### config.mk
export PLATFORM = sky130hd
export DESIGN_NAME = bayer_defect_fix
export DESIGN_NICKNAME = d
export VERILOG_FILES = /design/src/rtl/bpc_pkg.sv /design/src/rtl/bpc_window.sv /design/src/rtl/bpc_detect.sv /design/src/rtl/bpc_out.sv /design/src/rtl/bayer_defect_fix.sv
export SDC_FILE = /design/constraint.sdc
export NUM_CORES = 1
export LEC_CHECK = 0
export BUFFER_PORTS_ARGS = -buffer_cell sky130_fd_sc_hd__buf_2
export CAP_MARGIN = 20
export CORE_MARGIN = 2
export CORE_UTILIZATION = 45
export CTS_BUF_LIST = sky130_fd_sc_hd__clkbuf_8
export DETAILED_ROUTE_END_ITERATION = 12
export SYNTH_ARGS = -nofsm -noshare
export SYNTH_HDL_FRONTEND = slang
export SYNTH_SLANG_ARGS = --single-unit
### constraint.sdc
create_clock -name clk -period 8.2 [get_ports clk]
set_input_delay 0.41 -clock clk [delete_from_list [all_inputs] [get_ports clk]]
set_output_delay 0.41 -clock clk [all_outputs]
set_load 0.01 [all_outputs]
### src/rtl/bpc_pkg.sv
package bpc_pkg;
    localparam int TAPS = 5;

    typedef enum logic [2:0] {
        FILL_EMPTY,
        FILL_ONE,
        FILL_TWO,
        FILL_THREE,
        FILL_FOUR,
        FILL_FULL
    } fill_e;

    typedef enum logic [2:0] {
        PX_BYPASS,
        PX_EDGE,
        PX_KEEP,
        PX_HOT,
        PX_COLD
    } pxkind_e;
endpackage

### src/rtl/bpc_window.sv
module bpc_window
    import bpc_pkg::*;
#(
    parameter int DATA_W = 10
) (
    input  logic              clk,
    input  logic              rst,
    input  logic              adv,
    input  logic [DATA_W-1:0] in_data,
    input  logic              in_sol,
    input  logic              in_eol,
    output logic [DATA_W-1:0] left_px,
    output logic [DATA_W-1:0] mid_px,
    output logic [DATA_W-1:0] right_px,
    output logic              mid_sol,
    output logic              mid_eol,
    output logic              mid_present,
    output logic              span_ok
);
    localparam int LAST = TAPS - 1;
    localparam int MID  = TAPS / 2;

    fill_e state_q, state_d;

    // Shift taps: stage 0 holds the newest pixel, stage LAST the oldest.
    for (genvar i = 0; i < TAPS; i++) begin : g_tap
        logic [DATA_W-1:0] px_q;
        logic              sol_q;
        logic              eol_q;
        if (i == 0) begin : g_head
            always_ff @(posedge clk) begin
                if (rst) begin
                    px_q  <= '0;
                    sol_q <= 1'b0;
                    eol_q <= 1'b0;
                end else if (adv) begin
                    px_q  <= in_data;
                    sol_q <= in_sol;
                    eol_q <= in_eol;
                end
            end
        end else begin : g_body
            always_ff @(posedge clk) begin
                if (rst) begin
                    px_q  <= '0;
                    sol_q <= 1'b0;
                    eol_q <= 1'b0;
                end else if (adv) begin
                    px_q  <= g_tap[i-1].px_q;
                    sol_q <= g_tap[i-1].sol_q;
                    eol_q <= g_tap[i-1].eol_q;
                end
            end
        end
    end

    // Fill state register
    always_ff @(posedge clk) begin
        if (rst) state_q <= FILL_EMPTY;
        else     state_q <= state_d;
    end

    // Fill transitions: each accepted pixel moves one step, saturating at FULL
    always_comb begin
        state_d = state_q;
        unique case (state_q)
            FILL_EMPTY: if (adv) state_d = FILL_ONE;
            FILL_ONE:   if (adv) state_d = FILL_TWO;
            FILL_TWO:   if (adv) state_d = FILL_THREE;
            FILL_THREE: if (adv) state_d = FILL_FOUR;
            FILL_FOUR:  if (adv) state_d = FILL_FULL;
            FILL_FULL:           state_d = FILL_FULL;
            default:             state_d = FILL_EMPTY;
        endcase
    end

    // Outputs decoded from the fill state and taps
    always_comb begin
        left_px     = g_tap[LAST].px_q;
        mid_px      = g_tap[MID].px_q;
        right_px    = g_tap[0].px_q;
        mid_sol     = g_tap[MID].sol_q;
        mid_eol     = g_tap[MID].eol_q;
        mid_present = 1'b0;
        span_ok     = 1'b0;
        unique case (state_q)
            FILL_EMPTY, FILL_ONE, FILL_TWO: begin
                mid_present = 1'b0;
            end
            FILL_THREE, FILL_FOUR: begin
                mid_present = 1'b1;
            end
            FILL_FULL: begin
                mid_present = 1'b1;
                span_ok = !g_tap[MID].sol_q && !g_tap[MID+1].sol_q &&
                          !g_tap[MID].eol_q && !g_tap[MID-1].eol_q;
            end
            default: begin
                mid_present = 1'b0;
            end
        endcase
    end

    assert_fill_moves_R1: assert property (@(posedge clk) disable iff (rst)
        (adv && state_q != FILL_FULL) |=> (state_q != $past(state_q)));

    assert_idle_holds_R10: assert property (@(posedge clk) disable iff (rst)
        (!adv) |=> ($stable(state_q) && $stable(g_tap[MID].px_q)));
endmodule

### src/rtl/bpc_detect.sv
module bpc_detect
    import bpc_pkg::*;
#(
    parameter int DATA_W = 10
) (
    input  logic              enable,
    input  logic [DATA_W-1:0] thresh,
    input  logic [DATA_W-1:0] left_px,
    input  logic [DATA_W-1:0] mid_px,
    input  logic [DATA_W-1:0] right_px,
    input  logic              span_ok,
    output pxkind_e           kind,
    output logic [DATA_W-1:0] result
);
    localparam int EXT_W = DATA_W + 1;
    localparam logic [EXT_W-1:0] ONE = {{DATA_W{1'b0}}, 1'b1};

    logic [EXT_W-1:0] l_ext, m_ext, r_ext, t_ext;
    logic [EXT_W-1:0] l_up, r_up, m_up, avg_sum;
    logic             hot, cold;

    always_comb begin
        l_ext   = {1'b0, left_px};
        m_ext   = {1'b0, mid_px};
        r_ext   = {1'b0, right_px};
        t_ext   = {1'b0, thresh};
        l_up    = l_ext + t_ext;
        r_up    = r_ext + t_ext;
        m_up    = m_ext + t_ext;
        avg_sum = l_ext + r_ext + ONE;
        hot     = (m_ext > l_up) && (m_ext > r_up);
        cold    = (m_up < l_ext) && (m_up < r_ext);
    end

    always_comb begin
        if (!enable)      kind = PX_BYPASS;
        else if (!span_ok) kind = PX_EDGE;
        else if (hot)     kind = PX_HOT;
        else if (cold)    kind = PX_COLD;
        else              kind = PX_KEEP;
    end

    always_comb begin
        unique case (kind)
            PX_HOT, PX_COLD:            result = avg_sum[DATA_W:1];
            PX_BYPASS, PX_EDGE, PX_KEEP: result = mid_px;
            default:                    result = mid_px;
        endcase
    end
endmodule

### src/rtl/bpc_out.sv
module bpc_out #(
    parameter int DATA_W = 10
) (
    input  logic              clk,
    input  logic              rst,
    input  logic              adv,
    input  logic              mid_present,
    input  logic [DATA_W-1:0] value,
    input  logic              sol,
    input  logic              eol,
    output logic              out_valid,
    output logic [DATA_W-1:0] out_data,
    output logic              out_sol,
    output logic              out_eol
);
    always_ff @(posedge clk) begin
        if (rst) begin
            out_valid <= 1'b0;
            out_data  <= '0;
            out_sol   <= 1'b0;
            out_eol   <= 1'b0;
        end else begin
            out_valid <= adv && mid_present;
            if (adv && mid_present) begin
                out_data <= value;
                out_sol  <= sol;
                out_eol  <= eol;
            end
        end
    end

    assert_valid_after_input_R2: assert property (@(posedge clk) disable iff (rst)
        out_valid |-> $past(adv));
endmodule

### src/rtl/bayer_defect_fix.sv
module bayer_defect_fix
    import bpc_pkg::*;
#(
    parameter int DATA_W = 10
) (
    input  logic              clk,
    input  logic              rst,
    input  logic              corr_en,
    input  logic [DATA_W-1:0] thresh,
    input  logic              in_valid,
    input  logic [DATA_W-1:0] in_data,
    input  logic              in_sol,
    input  logic              in_eol,
    output logic              out_valid,
    output logic [DATA_W-1:0] out_data,
    output logic              out_sol,
    output logic              out_eol
);
    logic [DATA_W-1:0] left_px, mid_px, right_px, fixed_px;
    logic [DATA_W-1:0] nb_lo, nb_hi;
    logic              mid_sol, mid_eol, mid_present, span_ok;
    pxkind_e           kind;

    bpc_window #(.DATA_W(DATA_W)) u_window (
        .clk(clk), .rst(rst), .adv(in_valid),
        .in_data(in_data), .in_sol(in_sol), .in_eol(in_eol),
        .left_px(left_px), .mid_px(mid_px), .right_px(right_px),
        .mid_sol(mid_sol), .mid_eol(mid_eol),
        .mid_present(mid_present), .span_ok(span_ok)
    );

    bpc_detect #(.DATA_W(DATA_W)) u_detect (
        .enable(corr_en), .thresh(thresh),
        .left_px(left_px), .mid_px(mid_px), .right_px(right_px),
        .span_ok(span_ok), .kind(kind), .result(fixed_px)
    );

    bpc_out #(.DATA_W(DATA_W)) u_out (
        .clk(clk), .rst(rst), .adv(in_valid), .mid_present(mid_present),
        .value(fixed_px), .sol(mid_sol), .eol(mid_eol),
        .out_valid(out_valid), .out_data(out_data),
        .out_sol(out_sol), .out_eol(out_eol)
    );

    always_comb begin
        nb_lo = (left_px < right_px) ? left_px : right_px;
        nb_hi = (left_px < right_px) ? right_px : left_px;
    end

    assert_markers_follow_R3: assert property (@(posedge clk) disable iff (rst)
        (in_valid && mid_present) |=>
            (out_valid && out_sol == $past(mid_sol) && out_eol == $past(mid_eol)));

    assert_hot_lowered_R4: assert property (@(posedge clk) disable iff (rst)
        (in_valid && kind == PX_HOT) |=> (out_data < $past(mid_px)));

    assert_cold_raised_R5: assert property (@(posedge clk) disable iff (rst)
        (in_valid && kind == PX_COLD) |=> (out_data > $past(mid_px)));

    assert_fix_in_span_R6: assert property (@(posedge clk) disable iff (rst)
        (in_valid && (kind == PX_HOT || kind == PX_COLD)) |=>
            (out_data >= $past(nb_lo) && out_data <= $past(nb_hi)));

    assert_edge_untouched_R8: assert property (@(posedge clk) disable iff (rst)
        (in_valid && mid_present && !span_ok) |=> (out_data == $past(mid_px)));

    assert_bypass_exact_R9: assert property (@(posedge clk) disable iff (rst)
        (in_valid && !corr_en && mid_present) |=>
            (out_valid && out_data == $past(mid_px)));
endmodule

# Word level (Yosys, flattened, before mapping)
# Cells that the tools add are included.
[totals]
regBits = 73
out_inout_bits = 13
[classes]
add_sub_neg = 5
n_lt_le_gt_ge = 4
n_eq_ne = 12
mux = 13
n_reduce_logical = 14
[ops]
columns = ["op", "count"]
rows = [
  ["$add A10 B10 Y11", 4],
  ["$mux W3", 9],
  ["$gt A10 B11 Y1", 2],
  ["$lt A11 B10 Y1", 2],
  ["$pmux W3 S6", 1],
  ["$add A11 B1 Y11 const B", 1],
  ["$mux W10", 1],
  ["$ne A2 B2 Y1 const B", 5],
  ["$eq A3 B2 Y1 const B", 3],
  ["$eq A3 B3 Y1 const B", 3],
  ["$logic_and A1 B1 Y1", 6],
  ["$reduce_and A5 Y1", 1],
  ["$logic_not A1 Y1", 4],
  ["$eq A3 B1 Y1 const B", 1],
  ["$logic_not A3 Y1", 1],
  ["$reduce_or A3 Y1", 1],
  ["$mux W1", 2],
  ["$reduce_or A2 Y1", 1],
]

# Logic depth before layout (Yosys ltp)
[depth]
depth_word = 10
mapped_depth = 18

# Hierarchy
# A second synthesis with hierarchy kept.
[hier_totals]
cells_unflattened = 584
hier_area_um2 = 5424.0
[by_module_without_submodules]
columns = ["mod", "n_inst", "cells_per_inst", "area_each_um2", "seq_area_each_um2"]
rows = [
  ["bpc_detect", 1, 325, 2631.3, 0.0],
  ["bpc_window", 1, 201, 2202.1, 1201.2],
  ["bpc_out", 1, 58, 590.6, 260.2],
]

# Worst setup path after synthesis
# Ideal clock, no wire load.
[synth_timing]
path_kind = "register -> register"
startpoint = "register u_window.g_tap[0].px_q[1] (netlist: u_window.right_px[1])"
endpoint = "register u_out.out_data[2]"
setup_time_ns = 0.138
arrival_time_ns = 3.419
required_time_ns = 8.062
slack_ns = 4.644
stages_incl_launch_ff = 18
n_path_buf = 1
path_cell_list = "dfxtp_1 > ha_1 > a21o_1 > a21oi_1 > o21bai_1 > a21oi_1 > o21ai_0 > a21o_1 > a21oi_1 > xor2_1 > ha_1 > or3_1 > a211oi_1 > nor4b_1 > a31oi_1 > buf_6 > mux2i_1 > a211oi_1"
[synth_between]
elab_chain_cells = 9
elab_cells_between_ends = 15
classes_between = "add/sub: 3; order compare: 2; eq/ne: 2; mux: 5; reduce/logical: 3"
[synth_rtl]
columns = ["element", "line_no", "source"]
rows = [
  ["start: declaration", "bpc_window.sv:27", "logic [DATA_W-1:0] px_q;"],
  ["start signal: assignment", "bpc_window.sv:37", "px_q <= in_data;"],
  ["$add A10 B10 Y11 / $lt A11 B10 Y1 (equally long branches)", "bpc_detect.sv:28, bpc_detect.sv:32", ""],
  ["$gt A10 B11 Y1 / $logic_and A1 B1 Y1 (equally long branches)", "bpc_detect.sv:31, bpc_detect.sv:32", ""],
  ["$logic_and A1 B1 Y1 / $mux W3 (equally long branches)", "bpc_detect.sv:31, bpc_detect.sv:39", ""],
  ["$mux W3", "bpc_detect.sv:38", "else if (hot) kind = PX_HOT;"],
  ["$mux W3", "bpc_detect.sv:37", "else if (!span_ok) kind = PX_EDGE;"],
  ["$mux W3", "bpc_detect.sv:36", "if (!enable) kind = PX_BYPASS;"],
  ["$eq A3 B2 Y1 / $eq A3 B3 Y1 (equally long branches)", "bpc_detect.sv:44", "unique case (kind)"],
  ["$reduce_or A2 Y1", "bpc_detect.sv:44", ""],
  ["$mux W10 (*)", "bpc_detect.sv:44", ""],
  ["end signal: assignment", "bpc_out.sv:25", "out_data <= value;"],
  ["end: declaration", "bpc_out.sv:12", "output logic [DATA_W-1:0] out_data,"],
]
# Every way passes the cells marked *; elsewhere a longest branch is shown, timed or not.
# A chain may end at the register's enable or synchronous reset.

# Worst setup path in the final report
[layout_timing]
startpoint = "register u_window.g_tap[0].px_q[1] (netlist: u_window.right_px[1])"
endpoint = "register u_out.out_data[1]"
# The elaborated chain is that of the path after synthesis.

==> reports/metrics.cfg <==
[status]
outcome = complete, no violations

[place]
dpl_worst_slack_ps = 4023
dpl_cell_area_sq_mm = 0.005276
place_congestion = 0.8390
place.port_buffers = 38
place_hpwl_um = 8687

[timing]
fmax_ghz = 0.2419
setup_tns_ps = 0
tightest_slew_ps = 936.3
final_setup_viols = 0
skew_ps = 7.646
grt_setup_unrepaired = no
fin_crit_ps = 4134
slew-limit-headroom = 0.3758
fin_crit_sh = 0.5042
final_critical_path_setup_slack_ps = 4066
finalHoldViolCount = 0
maxSlewViolCount = 0

[flow_run]
drv_cap = 0

[setup_path]
critical_path.most_common_cell = sky130_fd_sc_hd__a21oi_1
worst-path-max-fanout = 11
cp.required_ps = 8430
critical_path_start_type = flop
cp_slowest_cell = sky130_fd_sc_hd__dfxtp_1
worst-setup-path-type = flop to flop
worst-path-buf-inv = 1
timing.critical_path.cells = ha_1 > a21o_1 > a21oi_1 > o21bai_1 > a21oi_1 > o21ai_0 > a21o_1 > a21oi_1 > xor2_1 > ha_1 > or3_1 > a211oi_1 > nor4b_1 > a31oi_1 > buf_4 > mux2i_1 > o21ai_1
cp.arrival_ps = 4360
worstSetupEndpointType = flop
path_delay_family = compound AO/OA/AOI/OAI gates
critPathMaxStageDelay_ps = 530

[finish]
design_area_sq_mm = 0.005426
area_growth_from_synthesis_to_final_layout_pct = 9.465
n_fill_cell = 1029
num_antenna_cells = 0
num-nets-final = 688
register_cell_area_after_layout_sq_mm = 0.001461
layout-drive-gt1-share = 0.09949
multi_input_area_sq_mm = 0.003319

[clock_network]
cts_made_buffers = 9
clk_path_buf_depth = 2
ctsHtreeMaxLevel = 3
numClockSinks = 73
cts.clk_slew.worst_paths_ps = 70
cts_hold_repair.buffers = 0
post_cts.repair.setup_buffers = 0
clk_tree_root_cell = sky130_fd_sc_hd__clkbuf_8
worst_skew_pair.late_latency_ps = 350
cts_tree = done
postCtsResizedCells = 0

[detailed_routing]
drt-initial-drc-count = 143
routed_wl_um = 11200
routed-wl-met2_um = 5379
routed-wl-met3_um = 372
met1_length_um = 5205
postRouteAntennaNets = 0
post-route-drc-count = 0
vias_per_cell = 5.420
topRoutingLayerUsed = met4
via_count = 3919
first_pass_iters = 4
route.detailed.wl_per_inst_um = 15.49

[floorplanning]
die-area_sq_mm = 0.01187
io-pin-count = 39
chipWidth_um = 109.0
fp-row-count = 38
floorplan.initialDensity = 0.4593
die_h_um = 109.0
placeableCoreArea_sq_mm = 0.01079

[logic_synthesis]
synth.cells.most_frequent = sky130_fd_sc_hd__nor2_1, sky130_fd_sc_hd__ha_1, sky130_fd_sc_hd__dfxtp_1, sky130_fd_sc_hd__mux2i_1, sky130_fd_sc_hd__a21oi_1
synth.most_common_cell = sky130_fd_sc_hd__nor2_1
synth_edf_count = 0
synth_fp_nets = 653
postSynthRegisterBits = 73
synthesis.area_sq_mm = 0.004957
top_area_cell_type_share_of_the_netlist_area = 0.2948
synth.avg_cell_area_sq_um = 9.079
synthArstFlopShare = 0
synthesis.instances = 546
netlist_top_cells_area = sky130_fd_sc_hd__dfxtp_1, sky130_fd_sc_hd__ha_1, sky130_fd_sc_hd__mux2i_1
synth_cell_types = 39
total_of_warnings_raised_by_yosys = 0
synth_top_cell_by_area = sky130_fd_sc_hd__dfxtp_1
synth_flop_cell = sky130_fd_sc_hd__dfxtp_1
ys_seq_area_frac = 0.2948

[global_route]
grt_antenna_before_repair = 0
grt_overflow_total = 0
maximum_number_of_pins_on_one_net_before_global_route_repair = 72
grt_pass1_wl_um = 18690
via_count_of_the_first_global_routing_pass = 3811
grtUsageTotal = 0.2044

[pwr]
power.total_w = 0.0007387
worst_ir_drop_vdd_mv = 0.1369
cellLeakagePower_nw = 2.674
powerDensity_mw_per_mm2 = 136.1

[worst_hold_path]
timing.hold.worst.class = input pin to flop

cell families after synthesis:
family          Yosys count  synth area share
buf+inv                  45           0.03559
xor+xnor                 33           0.05830
simple gates            139            0.1247
mux                      68            0.1373
compound gates          107            0.1388
flops                    73            0.2948
fa+ha+maj                81            0.2105
through the flow:
stage,util,hold WS (ps),cells
floorplan,-,460.1,546
global placement,0.4889,452.3,710
detailed placement,0.4889,449.1,710
CTS,0.5028,282.7,723
global route,0.5028,296.4,723
finish,0.5028,302.6,723
registers in the layout (all words and copies together) (netlist names):
signal / flops
u_window.mid_sol: 1
u_window.g_tap.px_q: 20
u_out.out_sol: 1
u_window.right_px: 10
u_window.g_tap.sol_q: 3
u_out.out_valid: 1
u_window.state_q: 3
u_window.mid_px: 10
u_window.left_px: 10
u_out.out_data: 10
u_out.out_eol: 1
u_window.g_tap.eol_q: 2
u_window.mid_eol: 1
layout make-up:
type	instances	area share
sequential	73	0.2693
clock inverter	3	0.002306
timing repair buffer	41	0.03966
clock buffer	10	0.02536
multi-input combinational	428	0.6117
tap	140	0.03228
inverter	28	0.01937
path summary, 6_finish.rpt:
check / from / end / slack (ps) / cells past startpoint
worst min register to register: u_out.out_data[8] / u_out.out_data[8] / 450 / 2
worst min-delay path: in_data[3] / u_window.right_px[3] / 300 / 3
worst max-delay path: u_window.right_px[1] / u_out.out_data[1] / 4070 / 17
worst max register to register: u_window.right_px[1] / u_out.out_data[1] / 4070 / 17
routing by layer:
metal / vias up / global-route usage
li1: 2012 / -
met1: 1830 / 0.2558
met2: 58 / 0.3452
met3: 19 / 0.05140
met4: 0 / 0.06227
met5: - / 0
tightest hold or removal path, delay by kind of cell:
family / cells / cell delay [ps]
buffers and inverters: 1 / 70
muxes: 1 / 50
and+or+nand+nor: 1 / 70
placed cells by master (no fill, tap or decap), types with 2 or more instances in the layout:
cell type                    n
sky130_fd_sc_hd__nor2_1     81
sky130_fd_sc_hd__ha_1       77
sky130_fd_sc_hd__dfxtp_1    73
sky130_fd_sc_hd__mux2i_1    68
sky130_fd_sc_hd__buf_2      37
sky130_fd_sc_hd__a21oi_1    34
sky130_fd_sc_hd__inv_1      30
sky130_fd_sc_hd__xnor2_1    20
sky130_fd_sc_hd__nand2_1    19
sky130_fd_sc_hd__a21o_1     18
sky130_fd_sc_hd__o21ai_0    15
sky130_fd_sc_hd__xor2_1     13
sky130_fd_sc_hd__a211oi_1   12
sky130_fd_sc_hd__clkbuf_8   10
sky130_fd_sc_hd__nand3_1     9
sky130_fd_sc_hd__nand2b_1    6
sky130_fd_sc_hd__a31oi_1     5
sky130_fd_sc_hd__nor3_1      5
sky130_fd_sc_hd__o21a_1      5
sky130_fd_sc_hd__nor2b_1     5
sky130_fd_sc_hd__and3_1      4
sky130_fd_sc_hd__o21bai_1    4
sky130_fd_sc_hd__o2111ai_1   4
sky130_fd_sc_hd__nand4_1     4
sky130_fd_sc_hd__fa_1        4
sky130_fd_sc_hd__buf_4       4
sky130_fd_sc_hd__o21ai_1     2
sky130_fd_sc_hd__a2111oi_0   2
sky130_fd_sc_hd__nor4b_1     2
report_power, final:
| part | internal, W | leakage (nW) | switching [W] |
|---|---|---|---|
| Sequential | 0.000364 | 0.592 | 0.0000113 |
| Clock | 0.000110 | 0.0865 | 0.000119 |
| Combinational | 0.0000608 | 2.00 | 0.0000737 |
| Total | 0.000535 | 2.67 | 0.000204 |
Note: power is estimated with default switching activity, not from simulation.
